## config.mk

```make
export PLATFORM = sky130hd
export DESIGN_NAME = cmp_pwm_gen
export DESIGN_NICKNAME = d
export VERILOG_FILES = /design/src/rtl/cmp_pwm_pkg.sv /design/src/rtl/cmp_pwm_prescale.sv /design/src/rtl/cmp_pwm_regs.sv /design/src/rtl/cmp_pwm_timebase.sv /design/src/rtl/cmp_pwm_wave.sv /design/src/rtl/cmp_pwm_gen.sv
export SDC_FILE = /design/constraint.sdc
export NUM_CORES = 1
export LEC_CHECK = 0
export CAP_MARGIN = 20
export CORE_MARGIN = 1.5
export CORE_UTILIZATION = 65
export DETAILED_ROUTE_END_ITERATION = 10
export DONT_BUFFER_PORTS = 1
export PLACE_DENSITY = 0.81
export SLEW_MARGIN = 20
export SYNTH_ARGS = -nofsm -noshare
export SYNTH_HDL_FRONTEND = slang
export SYNTH_HIERARCHICAL = 1
export SYNTH_SLANG_ARGS = --single-unit
```

## constraint.sdc

```tcl
create_clock -name clk -period 3.79 [get_ports clk]
set_input_delay 0.5685 -clock clk [delete_from_list [all_inputs] [get_ports clk]]
set_output_delay 0.5685 -clock clk [all_outputs]
set_load 0.02 [all_outputs]
```

## src/rtl/cmp_pwm_pkg.sv

```systemverilog
package cmp_pwm_pkg;
  typedef enum logic {
    ALIGN_EDGE   = 1'b0,
    ALIGN_CENTER = 1'b1
  } align_e;

  typedef enum logic [1:0] {
    PS_DIV1  = 2'd0,
    PS_DIV4  = 2'd1,
    PS_DIV8  = 2'd2,
    PS_DIV64 = 2'd3
  } presc_e;

  function automatic int unsigned presc_div(logic [1:0] sel);
    case (sel)
      PS_DIV1:  return 1;
      PS_DIV4:  return 4;
      PS_DIV8:  return 8;
      default:  return 64;
    endcase
  endfunction
endpackage

```

## src/rtl/cmp_pwm_prescale.sv

```systemverilog
module cmp_pwm_prescale #(
  parameter int PS_W = 6
) (
  input  logic       clk,
  input  logic       rst,
  input  logic       run_i,
  input  logic [1:0] sel_i,
  output logic       tick_o
);
  import cmp_pwm_pkg::*;

  logic [PS_W-1:0] pcnt_q;
  logic [PS_W-1:0] lim;

  always_comb lim = PS_W'(presc_div(sel_i) - 1);

  assign tick_o = run_i && (pcnt_q >= lim);

  always_ff @(posedge clk) begin
    if (rst || !run_i) begin
      pcnt_q <= '0;
    end else if (tick_o) begin
      pcnt_q <= '0;
    end else begin
      pcnt_q <= pcnt_q + 1'b1;
    end
  end

  // with any division above one, ticks never come back to back
  p_tick_gap_r3: assert property (@(posedge clk) disable iff (rst)
    (run_i && sel_i != 2'd0 && tick_o) |=> (!tick_o || sel_i != $past(sel_i)));
endmodule

```

## src/rtl/cmp_pwm_regs.sv

```systemverilog
module cmp_pwm_regs #(
  parameter int CNT_W = 16
) (
  input  logic             clk,
  input  logic             rst,
  input  logic             run_i,
  input  logic             load_i,
  input  logic             wr_mark_i,
  input  logic [CNT_W-1:0] mark_d_i,
  input  logic             wr_span_i,
  input  logic [CNT_W-1:0] span_d_i,
  output logic [CNT_W-1:0] mark_o,
  output logic [CNT_W-1:0] span_o
);
  logic [CNT_W-1:0] stage_mark_q, stage_span_q;
  logic [CNT_W-1:0] act_mark_q, act_span_q;

  always_ff @(posedge clk) begin
    if (rst) begin
      stage_mark_q <= '0;
      stage_span_q <= '0;
    end else begin
      if (wr_mark_i) stage_mark_q <= mark_d_i;
      if (wr_span_i) stage_span_q <= span_d_i;
    end
  end

  always_ff @(posedge clk) begin
    if (rst) begin
      act_mark_q <= '0;
      act_span_q <= '0;
    end else if (!run_i || load_i) begin
      act_mark_q <= stage_mark_q;
      act_span_q <= stage_span_q;
    end
  end

  assign mark_o = act_mark_q;
  assign span_o = act_span_q;
endmodule

```

## src/rtl/cmp_pwm_timebase.sv

```systemverilog
module cmp_pwm_timebase #(
  parameter int CNT_W = 16
) (
  input  logic             clk,
  input  logic             rst,
  input  logic             run_i,
  input  logic             mode_i,
  input  logic             tick_i,
  input  logic [CNT_W-1:0] span_i,
  input  logic [CNT_W-1:0] sync_cnt_i,
  input  logic [CNT_W-1:0] sync_per_i,
  output logic [CNT_W-1:0] cnt_o,
  output logic             wrap_o,
  output logic             pe_o
);
  import cmp_pwm_pkg::*;

  logic [CNT_W-1:0] cnt_q;
  logic             match_q;
  logic             pe_q;
  logic             sync_match;
  logic             edge_wrap;
  logic             ctr_wrap;

  assign sync_match = (sync_cnt_i == sync_per_i);
  assign edge_wrap  = tick_i && (cnt_q == span_i);
  assign ctr_wrap   = sync_match && !match_q;
  assign wrap_o     = run_i && ((mode_i == ALIGN_CENTER) ? ctr_wrap : edge_wrap);

  always_ff @(posedge clk) begin
    if (rst || !run_i) begin
      cnt_q   <= '0;
      match_q <= 1'b0;
      pe_q    <= 1'b0;
    end else begin
      pe_q    <= wrap_o;
      match_q <= sync_match;
      if (mode_i == ALIGN_CENTER) begin
        cnt_q <= '0;
      end else if (tick_i) begin
        cnt_q <= edge_wrap ? '0 : cnt_q + 1'b1;
      end
    end
  end

  assign cnt_o = cnt_q;
  assign pe_o  = pe_q;

  // edge counter never passes the active span
  p_cnt_in_range_r2: assert property (@(posedge clk) disable iff (rst)
    (run_i && mode_i == ALIGN_EDGE) |-> (cnt_q <= span_i));
endmodule

```

## src/rtl/cmp_pwm_wave.sv

```systemverilog
module cmp_pwm_wave #(
  parameter int CNT_W = 16
) (
  input  logic             clk,
  input  logic             rst,
  input  logic             run_i,
  input  logic             mode_i,
  input  logic [CNT_W-1:0] cnt_i,
  input  logic [CNT_W-1:0] mark_i,
  input  logic [CNT_W-1:0] span_i,
  input  logic [CNT_W-1:0] sync_cnt_i,
  input  logic [CNT_W-1:0] sync_per_i,
  output logic             pwm_o
);
  import cmp_pwm_pkg::*;

  logic pwm_q;
  logic edge_lvl;
  logic ctr_lvl;
  logic all_zero;

  assign all_zero = (mark_i == '0) && (span_i == '0) && (sync_per_i == '0);

  always_comb begin
    if (mark_i == '0)        edge_lvl = 1'b0;
    else if (mark_i > span_i) edge_lvl = 1'b1;
    else                     edge_lvl = (cnt_i < mark_i);
  end

  always_comb begin
    if (all_zero)                   ctr_lvl = 1'b0;
    else if (span_i > sync_per_i)   ctr_lvl = 1'b1;
    else if (sync_cnt_i == span_i)  ctr_lvl = 1'b0;
    else if (sync_cnt_i == mark_i)  ctr_lvl = 1'b1;
    else                            ctr_lvl = pwm_q;
  end

  always_ff @(posedge clk) begin
    if (rst || !run_i) pwm_q <= 1'b0;
    else               pwm_q <= (mode_i == ALIGN_CENTER) ? ctr_lvl : edge_lvl;
  end

  assign pwm_o = pwm_q;

  p_idle_low_r1: assert property (@(posedge clk) disable iff (rst)
    !run_i |=> !pwm_q);
  p_edge_zero_r4: assert property (@(posedge clk) disable iff (rst)
    (run_i && mode_i == ALIGN_EDGE && mark_i == '0) |=> !pwm_q);
  p_edge_full_r5: assert property (@(posedge clk) disable iff (rst)
    (run_i && mode_i == ALIGN_EDGE && mark_i > span_i) |=> pwm_q);
  p_ctr_zero_r7: assert property (@(posedge clk) disable iff (rst)
    (run_i && mode_i == ALIGN_CENTER && all_zero) |=> !pwm_q);
  p_ctr_full_r8: assert property (@(posedge clk) disable iff (rst)
    (run_i && mode_i == ALIGN_CENTER && span_i > sync_per_i) |=> pwm_q);
endmodule

```

## src/rtl/cmp_pwm_gen.sv

```systemverilog
module cmp_pwm_gen #(
  parameter int CNT_W = 16,
  parameter int PS_W  = 6
) (
  input  logic             clk,
  input  logic             rst,
  input  logic             en,
  input  logic             align_mode,
  input  logic [1:0]       presc_sel,
  input  logic             wr_mark,
  input  logic [CNT_W-1:0] mark_data,
  input  logic             wr_span,
  input  logic [CNT_W-1:0] span_data,
  input  logic [CNT_W-1:0] sync_count,
  input  logic [CNT_W-1:0] sync_period,
  output logic             pwm_out,
  output logic             period_end
);
  logic             tick;
  logic             wrap;
  logic [CNT_W-1:0] cnt;
  logic [CNT_W-1:0] mark_act, span_act;

  cmp_pwm_prescale #(.PS_W(PS_W)) u_presc (
    .clk(clk), .rst(rst), .run_i(en), .sel_i(presc_sel), .tick_o(tick)
  );

  cmp_pwm_regs #(.CNT_W(CNT_W)) u_regs (
    .clk(clk), .rst(rst), .run_i(en), .load_i(wrap),
    .wr_mark_i(wr_mark), .mark_d_i(mark_data),
    .wr_span_i(wr_span), .span_d_i(span_data),
    .mark_o(mark_act), .span_o(span_act)
  );

  cmp_pwm_timebase #(.CNT_W(CNT_W)) u_tbase (
    .clk(clk), .rst(rst), .run_i(en), .mode_i(align_mode), .tick_i(tick),
    .span_i(span_act), .sync_cnt_i(sync_count), .sync_per_i(sync_period),
    .cnt_o(cnt), .wrap_o(wrap), .pe_o(period_end)
  );

  cmp_pwm_wave #(.CNT_W(CNT_W)) u_wave (
    .clk(clk), .rst(rst), .run_i(en), .mode_i(align_mode), .cnt_i(cnt),
    .mark_i(mark_act), .span_i(span_act),
    .sync_cnt_i(sync_count), .sync_per_i(sync_period), .pwm_o(pwm_out)
  );

  // active compare values change only on a boundary edge
  p_shadow_hold_r9: assert property (@(posedge clk) disable iff (rst)
    en |=> (period_end || ($stable(mark_act) && $stable(span_act))));
  // disabled block produces no strobe
  p_idle_nostrobe_r1: assert property (@(posedge clk) disable iff (rst)
    !en |=> !period_end);
endmodule

```

# After elaboration in Yosys (flattened, before gate mapping)
# Index checks and enable logic that the tools add are counted.
# W data, S select, Z words.
# totals
regBits	89
latchBits	0
ram_bits	0
mem_bits_ro	0
inputBits	72
output_inout_bits	2
wordCells	49
mem_count	0
# classes
add_sub_neg	3
n_mul	0
div	0
order_cmp	4
n_eq_ne	7
n_shift	0
mux	10
bitwise_logic	0
n_reduce_logical	16
# op_table
operator	count
$eq A16 B16 Y1	4
$logic_not A16 Y1	3
$gt A16 B16 Y1	2
$add A16 B1 Y16 const B	1
$lt A16 B16 Y1	1
$mux W16	1
$pmux W4 S3	1
$mux W1	8
$add A6 B1 Y6 const B	1
$ge A6 B6 Y1	1
$logic_and A1 B1 Y1	6
$sub A6 B1 Y6 const B	1
$ne A5 B1 Y1 const B	1
$reduce_or A2 Y1	2
$eq A2 B1 Y1 const B	1
$eq A2 B2 Y1 const B	1
$logic_not A1 Y1	2
$logic_not A2 Y1	1
$logic_or A1 B1 Y1	2

# Logic depth before layout (Yosys ltp)
# Gate-level depths: netlist of the first run.
# logic_depth
word_depth	9
ltp_mapped	14

# Cells and area by module
# Netlist of the first run, hierarchy kept.
# by_module_without_submodules
module	instances	cells_per_inst	area_each_um2	seq_area_each_um2
cmp_pwm_regs	1	248	2821.5	1281.2
cmp_pwm_wave	1	228	1679.1	20.0
cmp_pwm_timebase	1	137	1197.4	360.3
cmp_pwm_prescale	1	44	410.4	120.1

# Least setup slack after synthesis of the first run
# OpenSTA, ideal clock, no wires.
# synth_timing
path_type	in2reg
from	input port presc_sel[1]
to	register u_regs.act_mark_q[0] (netlist: u_regs/mark_o[0])
arrival_ns	2.829
path_slack_ns	0.894
cell_stages	14
path_buffers	2
path_cell_list	nor2_1 inv_1 ha_1 nand2b_4 a21oi_2 o21ai_0 and2_1 clkbuf_1 nand2_1 or3_4 a21boi_2 and2b_4 buf_12 o21ai_2
# synth_via
elab_chain_cells	9
word_cells_on_any_way	11
# synth_rtl
element	line_no	text
start: declaration	cmp_pwm_gen.sv:9	input logic [1:0] presc_sel,
$eq A2 B2 Y1, or another cell as far along	cmp_pwm_pkg.sv:15	case (sel)
$pmux W4 S3 (*)	cmp_pwm_pkg.sv:15	
$sub A6 B1 Y6 (*)	cmp_pwm_prescale.sv:15	always_comb lim = PS_W'(presc_div(sel_i) - 1);
$ge A6 B6 Y1 (*)	cmp_pwm_prescale.sv:17	assign tick_o = run_i && (pcnt_q >= lim);
$logic_and A1 B1 Y1 (*)	cmp_pwm_prescale.sv:17	
via tick	cmp_pwm_gen.sv:19	logic tick;
$logic_and A1 B1 Y1 (*)	cmp_pwm_timebase.sv:26	assign edge_wrap = tick_i && (cnt_q == span_i);
$mux W1 (*)	cmp_pwm_timebase.sv:28	assign wrap_o = run_i && ((mode_i == ALIGN_CENTER) ? ctr_wrap : edge_wrap);
$logic_and A1 B1 Y1 (*)	cmp_pwm_timebase.sv:28	
via wrap	cmp_pwm_gen.sv:20	logic wrap;
$logic_or A1 B1 Y1 (*)	cmp_pwm_regs.sv:32	end else if (!run_i || load_i) begin
end signal: assignment	cmp_pwm_regs.sv:33	act_mark_q <= stage_mark_q;
end: declaration	cmp_pwm_regs.sv:16	logic [CNT_W-1:0] act_mark_q, act_span_q;
# The timed path passes the listed nets; every way through them passes the cells marked *.
# A chain may end at the register's enable or synchronous reset.

# Worst setup path in the final report of the first run
# layout_timing
from	register u_regs.act_span_q[15] (netlist: u_regs/span_o[15])
to	register u_regs.act_mark_q[12] (netlist: u_regs/mark_o[12])
# layout_via
elab_chain_cells	5
# layout_rtl
element	line_no	text
start: declaration	cmp_pwm_regs.sv:16	
start signal: assignment	cmp_pwm_regs.sv:34	act_span_q <= stage_span_q;
$eq A16 B16 Y1	cmp_pwm_timebase.sv:26	
$logic_and A1 B1 Y1	cmp_pwm_timebase.sv:26	
$mux W1	cmp_pwm_timebase.sv:28	
$logic_and A1 B1 Y1	cmp_pwm_timebase.sv:28	
via wrap	cmp_pwm_gen.sv:20	
$logic_or A1 B1 Y1	cmp_pwm_regs.sv:32	
# The timed path passes the listed nets, and every way through them passes these cells.

==> summary by stage, run 1 <==
Status
The run finished with clean final reports.

Timing
For the pin with the worst max-slew slack, the measured transition is 0.602 ns. The share of the clock period used by the worst path is 80.1%. Setup repair after global routing left no endpoint under its margin. The total negative setup slack is 0 ns. The total count of max-transition violations in the final report is 0. Timing would allow up to 329 MHz.

The final count of negative-setup-slack endpoints is 0. The worst clock skew is 0.0144 ns. The minimum hold slack is 0.316 ns. The clock period minus worst slack is 3.04 ns. The normalized max-slew margin is 59.9%. The number of hold-slack violations in the final timing report is 0.

Final layout
Excluding fillers, the count of instances in the completed layout stands at 763. The commonest non-fill, non-tap cell in the layout is sky130_fd_sc_hd__dfxtp_1. In the final layout, the share of cells above drive strength 1 is 11.7%. For this run, the post-layout net count is 775.

The final design area excluding fillers is 6240 sq um. Fill cells in the final layout number 773. In the layout the commonest cells are sky130_fd_sc_hd__dfxtp_1, sky130_fd_sc_hd__ha_1, sky130_fd_sc_hd__inv_1. From synthesis to final layout, the design area changed by 2.09%. The final antenna diode count is 0.

Placement
The routability congestion estimate is 0.952. The cell total after placement is 748. Summed over all nets, the half-perimeter wirelength after detailed placement is 11,200 um. The count of buffers inserted at the top-level ports is 0. Summing all placed instances gives a cell area of 6070 sq um.

Power and ir drop
In this run the power density over the cells is 298 nW/um^2. The static power due to leakage is 2.47 nW. Power comes to 0.00186 W.

The maximum vdd ir drop is 0.364 mV.

Clock tree
The number of gates resized after CTS is 0. The H-tree generated during clock tree synthesis spans 3 levels. The clock reaches the later pin of the worst-skew pair after 0.37 ns. The clock-pin slew reported for the worst setup and hold paths after clock tree synthesis is 0.10 ns. The number of CTS-inserted buffers is 9. CTS saw 89 sinks. The tree is rooted in a sky130_fd_sc_hd__clkbuf_8. The CTS tree is yes.

The maximum clock insertion buffer count is 2. For this design, the CTS-stage hold fixing added 0 buffers. The number of post-CTS setup repair buffers is 0.

Global route
Entering global routing, the biggest net connects 101 pins. Global routing consumed, over all layers together, 30.8% of the routing resources. Global routing finished with a remaining overflow of 0. The via count of the first global-routing pass came to 4,953.

The number of antenna violations at the first check in global routing is 0. The first global-routing pass estimated 24,000 um of wire.

Floorplan
The height of the chip is 99.9 um. Row generation in the floorplan step produced 35 rows. The core region is 9200 sq um.

The die covers 9990 sq um. The initial cell density of the core is 66.4%. The number of top-level pins is 74. The floorplan step set the die width to 99.9 um.

Synth
The top cell type's share of synthesized area is 29.2%. The number of synthesized flops with an enable pin is 0. A synthesized cell averages 9.30 sq um. The post-synthesis register bit count is 89. The number of distinct library cells after synthesis is 61. In the synthesized netlist the dominant register cell turns out to be sky130_fd_sc_hd__dfxtp_1. The net count after synthesis is 784.

For this run, asynchronously set or reset flops after synthesis account for 0%. The area of the mapped netlist is 6110 sq um. The yosys synthesis warning count is 6. Ranked by total cell area, the synthesized netlist is headed by sky130_fd_sc_hd__dfxtp_1, sky130_fd_sc_hd__ha_1, sky130_fd_sc_hd__xnor2_1. For this run, the register share of the synthesized area comes to 29.2%. The cell count after synthesis is 657.

The largest total area in the synthesized netlist belongs to sky130_fd_sc_hd__dfxtp_1.

Detailed routing
In the final routed layout, each cell accounts on average for 19.6 um. For this run, the detailed router's first-pass iteration total came to 7. The routed layout has 4,880 vias. In the routed design, unresolved DRC markers number 0. The count of nets left with antenna violations once routing finished came out at 0. The total wire length is 15,000 um. Using the TritonRoute via totals, the vias-per-cell ratio works out to 6.40. After the first detailed-routing iteration, the DRC count stood at 274.

Worst hold path
The tightest min-delay check is of the input port to register type.

Worst setup path
Data on the critical path arrives at its endpoint at 3.27 ns. STA classifies the critical path startpoint as a register. The required time of the critical path is 4.03 ns. The kind of critical path is register to register.

The maximum fanout along the worst path is 32. STA classifies the critical path endpoint as a register.

Job
Max-cap violations in this run came to 0.
==> per-stage QoR <==
step | util, % | setup WS, ns
finish | 67.8 | 0.753
global route | 67.8 | 0.667
CTS | 67.8 | 0.799
detailed placement | 66.0 | 0.651
global placement | 66.0 | 0.789
floorplan | - | 0.894
==> layout make-up <==
type | count | area, sq um | area share [%]
Timing Repair Buffer | 7 | 52.6 | 0.843
Clock inverter | 6 | 43.8 | 0.702
Inverter | 52 | 195 | 3.13
Sequential cell | 89 | 1780 | 28.6
Tap cell | 111 | 139 | 2.23
Multi-Input combinational cell | 489 | 3900 | 62.5
Clock buffer | 9 | 124 | 1.99
==> layer usage <==
layer	part of all wire, %	global-route usage (%)
met4	4.3	14.6
met1	41	37.3
met2	45	51.2
met5	0	0
met3	8.8	7.66
==> logic make-up after synthesis <==
group                      count (synthesis)  synth area share [%]
buffers and inverters                     79                  6.98
muxes                                     32                  5.24
and+or+nand+nor                          240                  25.6
xor gates and xnor gates                  83                  11.9
AOI/OAI and AO/OA                         79                  9.85
adders and majority gates                 55                  11.3
DFF                                       89                  29.2
==> worst max-delay path, stage by stage, from the launching register on <==
cell and delay [ns]:
sky130_fd_sc_hd__dfxtp_1 0.57, sky130_fd_sc_hd__xor2_1 0.12, sky130_fd_sc_hd__or4_1 0.49, sky130_fd_sc_hd__or4_4 0.56, sky130_fd_sc_hd__or3_4 0.40, sky130_fd_sc_hd__a21boi_2 0.20, sky130_fd_sc_hd__buf_4 0.30, sky130_fd_sc_hd__nand4bb_1 0.19
sky130_fd_sc_hd__o21ai_2 0.07
==> cell usage after synthesis, types with 2 or more instances <==
cell type / instances
sky130_fd_sc_hd__xnor2_1: 48
sky130_fd_sc_hd__and3_1: 2
sky130_fd_sc_hd__o21ai_1: 2
sky130_fd_sc_hd__ha_1: 55
sky130_fd_sc_hd__and2_1: 2
sky130_fd_sc_hd__a21oi_1: 20
sky130_fd_sc_hd__or2b_1: 16
sky130_fd_sc_hd__nor3_1: 16
sky130_fd_sc_hd__a21oi_2: 2
sky130_fd_sc_hd__clkbuf_1: 7
sky130_fd_sc_hd__nor2b_1: 2
sky130_fd_sc_hd__dfxtp_1: 89
sky130_fd_sc_hd__nand4bb_1: 33
sky130_fd_sc_hd__nand2b_2: 8
sky130_fd_sc_hd__o21ai_2: 30
sky130_fd_sc_hd__inv_1: 52
sky130_fd_sc_hd__and4_1: 4
sky130_fd_sc_hd__buf_6: 6
sky130_fd_sc_hd__o211ai_1: 3
sky130_fd_sc_hd__buf_12: 3
sky130_fd_sc_hd__clkbuf_4: 3
sky130_fd_sc_hd__xor2_1: 35
sky130_fd_sc_hd__o311ai_1: 2
sky130_fd_sc_hd__nand3b_1: 3
sky130_fd_sc_hd__a2111oi_0: 2
sky130_fd_sc_hd__nand4_1: 25
sky130_fd_sc_hd__or4_1: 3
sky130_fd_sc_hd__nand3_1: 10
sky130_fd_sc_hd__nand2_1: 23
sky130_fd_sc_hd__nor2_1: 46
sky130_fd_sc_hd__mux2i_1: 32
sky130_fd_sc_hd__nand2b_1: 12
sky130_fd_sc_hd__buf_4: 2
sky130_fd_sc_hd__a221oi_1: 2
sky130_fd_sc_hd__o21ai_0: 7
sky130_fd_sc_hd__a211oi_1: 2
sky130_fd_sc_hd__buf_2: 4
sky130_fd_sc_hd__nor4_1: 21
==> path summary, 6_finish.rpt <==
| kind | cells after the start | start | slack (ns) | endpoint |
|---|---|---|---|---|
| worst max-delay path | 8 | u_regs/span_o[15] | 0.75 | u_regs/mark_o[12] |
| worst min register to register | 2 | u_regs/stage_span_q[6] | 0.48 | u_regs/span_o[6] |
| worst min-delay path | 1 | rst | 0.32 | u_regs/stage_span_q[3] |
| worst max register to register | 8 | u_regs/span_o[15] | 0.75 | u_regs/mark_o[12] |
==> where the power goes <==
| part | switching (W) | total, W | internal, W |
|---|---|---|---|
| combinational | 0.000129 | 0.000271 | 0.000142 |
| sequential | 0.0000432 | 0.00101 | 0.000968 |
| clock | 0.000342 | 0.000579 | 0.000237 |
| total | 0.000514 | 0.00186 | 0.00135 |
==> flip-flops by register name, summed over array words and instances, names as in the netlist <==
name / cells
u_tbase/pe_o: 1
u_wave/pwm_o: 1
u_presc/pcnt_q: 6
u_tbase/match_q: 1
u_regs/mark_o: 16
u_tbase/cnt_o: 16
u_regs/span_o: 16
u_regs/stage_mark_q: 16
u_regs/stage_span_q: 16
Power figures use the tool's default switching activity.
==> inputs of run 2 (changes only) <==
--- a/config.mk
+++ b/config.mk
@@ -7,10 +7,10 @@
 export LEC_CHECK = 0
 export CAP_MARGIN = 20
 export CORE_MARGIN = 1.5
-export CORE_UTILIZATION = 65
+export CORE_UTILIZATION = 58
 export DETAILED_ROUTE_END_ITERATION = 10
 export DONT_BUFFER_PORTS = 1
-export PLACE_DENSITY = 0.81
+export PLACE_DENSITY = 0.76
 export SLEW_MARGIN = 20
 export SYNTH_ARGS = -nofsm -noshare
 export SYNTH_HDL_FRONTEND = slang
==> constraint.sdc (replaced) <==
create_clock -name clk -period 2.45 [get_ports clk]
set_input_delay 0.3675 -clock clk [delete_from_list [all_inputs] [get_ports clk]]
set_output_delay 0.3675 -clock clk [all_outputs]
set_load 0.02 [all_outputs]
==> run 2 against run 1 <==
The run now ends with setup timing left; power grew 68%; hold slack worse by 0.19 ns; sequential share of layout area decreased by 2.6 points; global-route usage down 0.099 points; critical path type unchanged; largest cell class unchanged.
==> summary by stage, run 2 (synthesis gave the netlist of run 1 again) <==
Status
The flow ran to the end, but the final reports show violations. The checks that failed: setup timing.

Power and ir drop
The power per cell area came to 455 nW/um^2 (+52%). The static power due to leakage came to 2.85 nW (+15%). The maximum vdd ir drop is 0.441 mV (+21%).

Global route
The via count of the first global-routing pass is 5,303 (+7.1%). The overall overflow remaining after global route is 0 (unchanged). The wire length of the first global-routing pass came to 26,700 um (+11%). The number of antenna violations at the first check in global routing is 0 (unchanged). The total global-route track usage was 30.7% (-0.099 points). The largest net degree at the start of global routing is 101 (unchanged).

Timing
The final count of negative-setup-slack endpoints is 32 (+32). The worst clock skew came to 0.0156 ns (+0.00117 ns). Setup repair after global routing could not meet its margin everywhere. The normalized max-slew margin came to 70.0% (+10 points). The pin slew with the least headroom to its limit is 0.438 ns (-0.163 ns).

The final critical-path setup slack is -0.366 ns (-1.12 ns). The clock period minus worst slack is 2.82 ns (-0.221 ns). The share of the clock period used by the worst path was 115% (+35 points). The number of hold-slack violations in the final timing report is 0 (unchanged). The highest attainable clock frequency came to 355 MHz (+7.9%). The total count of max-transition violations in the final report is 0 (unchanged).

Clock tree
The CTS H-tree depth is 3 (unchanged). The maximum clock insertion buffer count was 2 (unchanged). The root buffer selected by CTS is sky130_fd_sc_hd__clkbuf_8. The number of clock sinks was 89 (unchanged). The clock-pin slew reported for the worst setup and hold paths after clock tree synthesis came to 0.10 ns (about the same).

The CTS tree is yes. The clock latency reported for the late side of the worst-skew pair is 0.36 ns (about the same). The number of CTS-inserted buffers was 9 (unchanged).

Placement
The count of buffers inserted at the top-level ports is 0 (unchanged). The minimum setup slack after placement was -0.311 ns (-0.962 ns). The routability congestion estimate was 0.971 (+2.0%). The placed wire-length estimate is 12,600 um (+13%).

Detailed routing
The number of design-rule violations left by the first detailed-router iteration came to 423 (+54%). The residual antenna-violating net count after detailed routing is 0 (unchanged). The via count of the routed design came to 5,289 (+8.4%).

The routed length per placed instance is 19.9 um (+1.4%). The DRC violation count after routing came to 0 (unchanged). The mean number of vias per cell is 6.19 (-3.3%). The detailed-routing iteration count for the pre-antenna-repair pass is 6 (-1).

The total wire length is 17,000 um (+14%).

Floorplan
The overall die area is 11,200 sq um (+12%). The initial cell density of the core is 59.4% (-7.0 points). The core area is 10,300 sq um (+12%). The number of rows in the core area is 37 (+5.7%).

The number of top-level pins came to 74 (unchanged). The die width is 106 um (+5.7%). The height of the chip was 106 um (+5.7%).

Worst setup path
The cell with the largest stage delay on the worst path is sky130_fd_sc_hd__or4_4. The arrival time of data at the critical path endpoint is 3.07 ns (-0.20 ns). The maximum fanout along the worst path is 16 (-50%). The required time of the critical path came to 2.71 ns (-1.32 ns). The setup path with the least slack is of type register to register. The worst register-to-register path begins at u_regs/span_o[5]. The startpoint type of the worst setup path is a register. The signal on the critical path passes through xor2_1 > or4_1 > or4_4 > or3_4 > a21boi_4 > buf_6 > nand4bb_1 > o21ai_2.

The worst setup path is captured at a register. In this run the worst setup path begins at u_regs/span_o[5]. The longest individual stage delay on the worst path came to 0.56 ns (about the same).

Final layout
The final layout net count is 841 (+8.5%). Leaving out fill and tap cells, the most frequent cell in the layout is sky130_fd_sc_hd__dfxtp_1. The final antenna diode count came to 0 (unchanged). The top cell types in the final layout, fill and taps aside, are sky130_fd_sc_hd__dfxtp_1, sky130_fd_sc_hd__buf_4, sky130_fd_sc_hd__ha_1. Relative to the synthesized area, the layout overhead comes to 12.8%. The post-layout utilization of the core is 67.1% (-0.74 points). The fraction of final layout cells with drive strength greater than 1 was 21.6% (+9.9 points).

Worst hold path
In this run the worst hold path is classified as input port to register. The launch instance of the worst min-delay path is rst.

Job
The total of max-cap violations is 0 (unchanged).
## run 2: changes by cell type in the layout (fill, tap and decap cells not counted), sizes merged
cell    change
buf        +63
and2b       +3
clkbuf      +1
bufinv      +1
inv         +2
clkinv      -3
## run 2: area by class of cell
class / instances / area, sq um
repair buffers: 70 / 533
fillers: 825 / 3380
multi-input cells: 492 / 3990
inverters: 52 / 195
clock buffers: 10 / 138
well taps: 136 / 170
clock inverters: 6 / 72.6
flip-flops and latches: 89 / 1790
## run 2: path summary, 6_finish.rpt
path	to	slack, ns	depth (start not counted)
worst max-delay path	u_regs/span_o[6]	-0.37	8
worst min-delay path	u_regs/stage_mark_q[5]	0.13	1
worst max register to register	u_regs/span_o[6]	-0.37	8
worst min register to register	u_regs/mark_o[3]	0.46	2
## run 2: worst max-delay path: cells and delay by family (launching register included)
kind                   cells  cell delay, ns
AO/OA/AOI/OAI              2            0.34
AND/OR/NAND/NOR            4            1.65
XOR/XNOR                   1            0.17
flip-flops                 1            0.35
buffers and inverters      1            0.20
## run 2: power by group
group / internal, W / leakage [nW] / switching [W] / total, W
registers: 0.00150 / 0.729 / 0.0000377 / 0.00154
clock network: 0.000513 / 0.105 / 0.000577 / 0.00109
logic: 0.000259 / 2.01 / 0.000250 / 0.000509
total: 0.00227 / 2.85 / 0.000864 / 0.00313
## run 2: timing repair
action                     in CTS  in global routing
hold buffers                    0                  0
pin swaps                       6                  9
setup buffers                   1                  1
gates resized for setup        14                  8
setup endpoints to repair      32                 47
cloned                          5                  0
## run 2: layer usage
layer | wire length, um | vias to the layer above | GRT usage [%]
met1 | 6710 | 2431 | 37.0
li1 | - | 2453 | -
met4 | 765 | 0 | 17.6
met5 | 0 | - | 1.43
met2 | 7650 | 336 | 48.5
met3 | 1890 | 69 | 9.09
## run 2: through the flow
stage	instance area [sq um]	cells	power [W]	hold WS (ns)	setup TNS, ns
CTS	6830	854	0.00312	0.0821	-7.54
detailed placement	6550	832	0.00204	0.461	-9.78
global placement	6550	832	0.00202	0.453	-8.21
floorplan	6120	657	0.00197	0.430	-7.08
global route	6890	855	0.00325	0.0831	-12.12
finish	6890	855	0.00313	0.128	-10.97
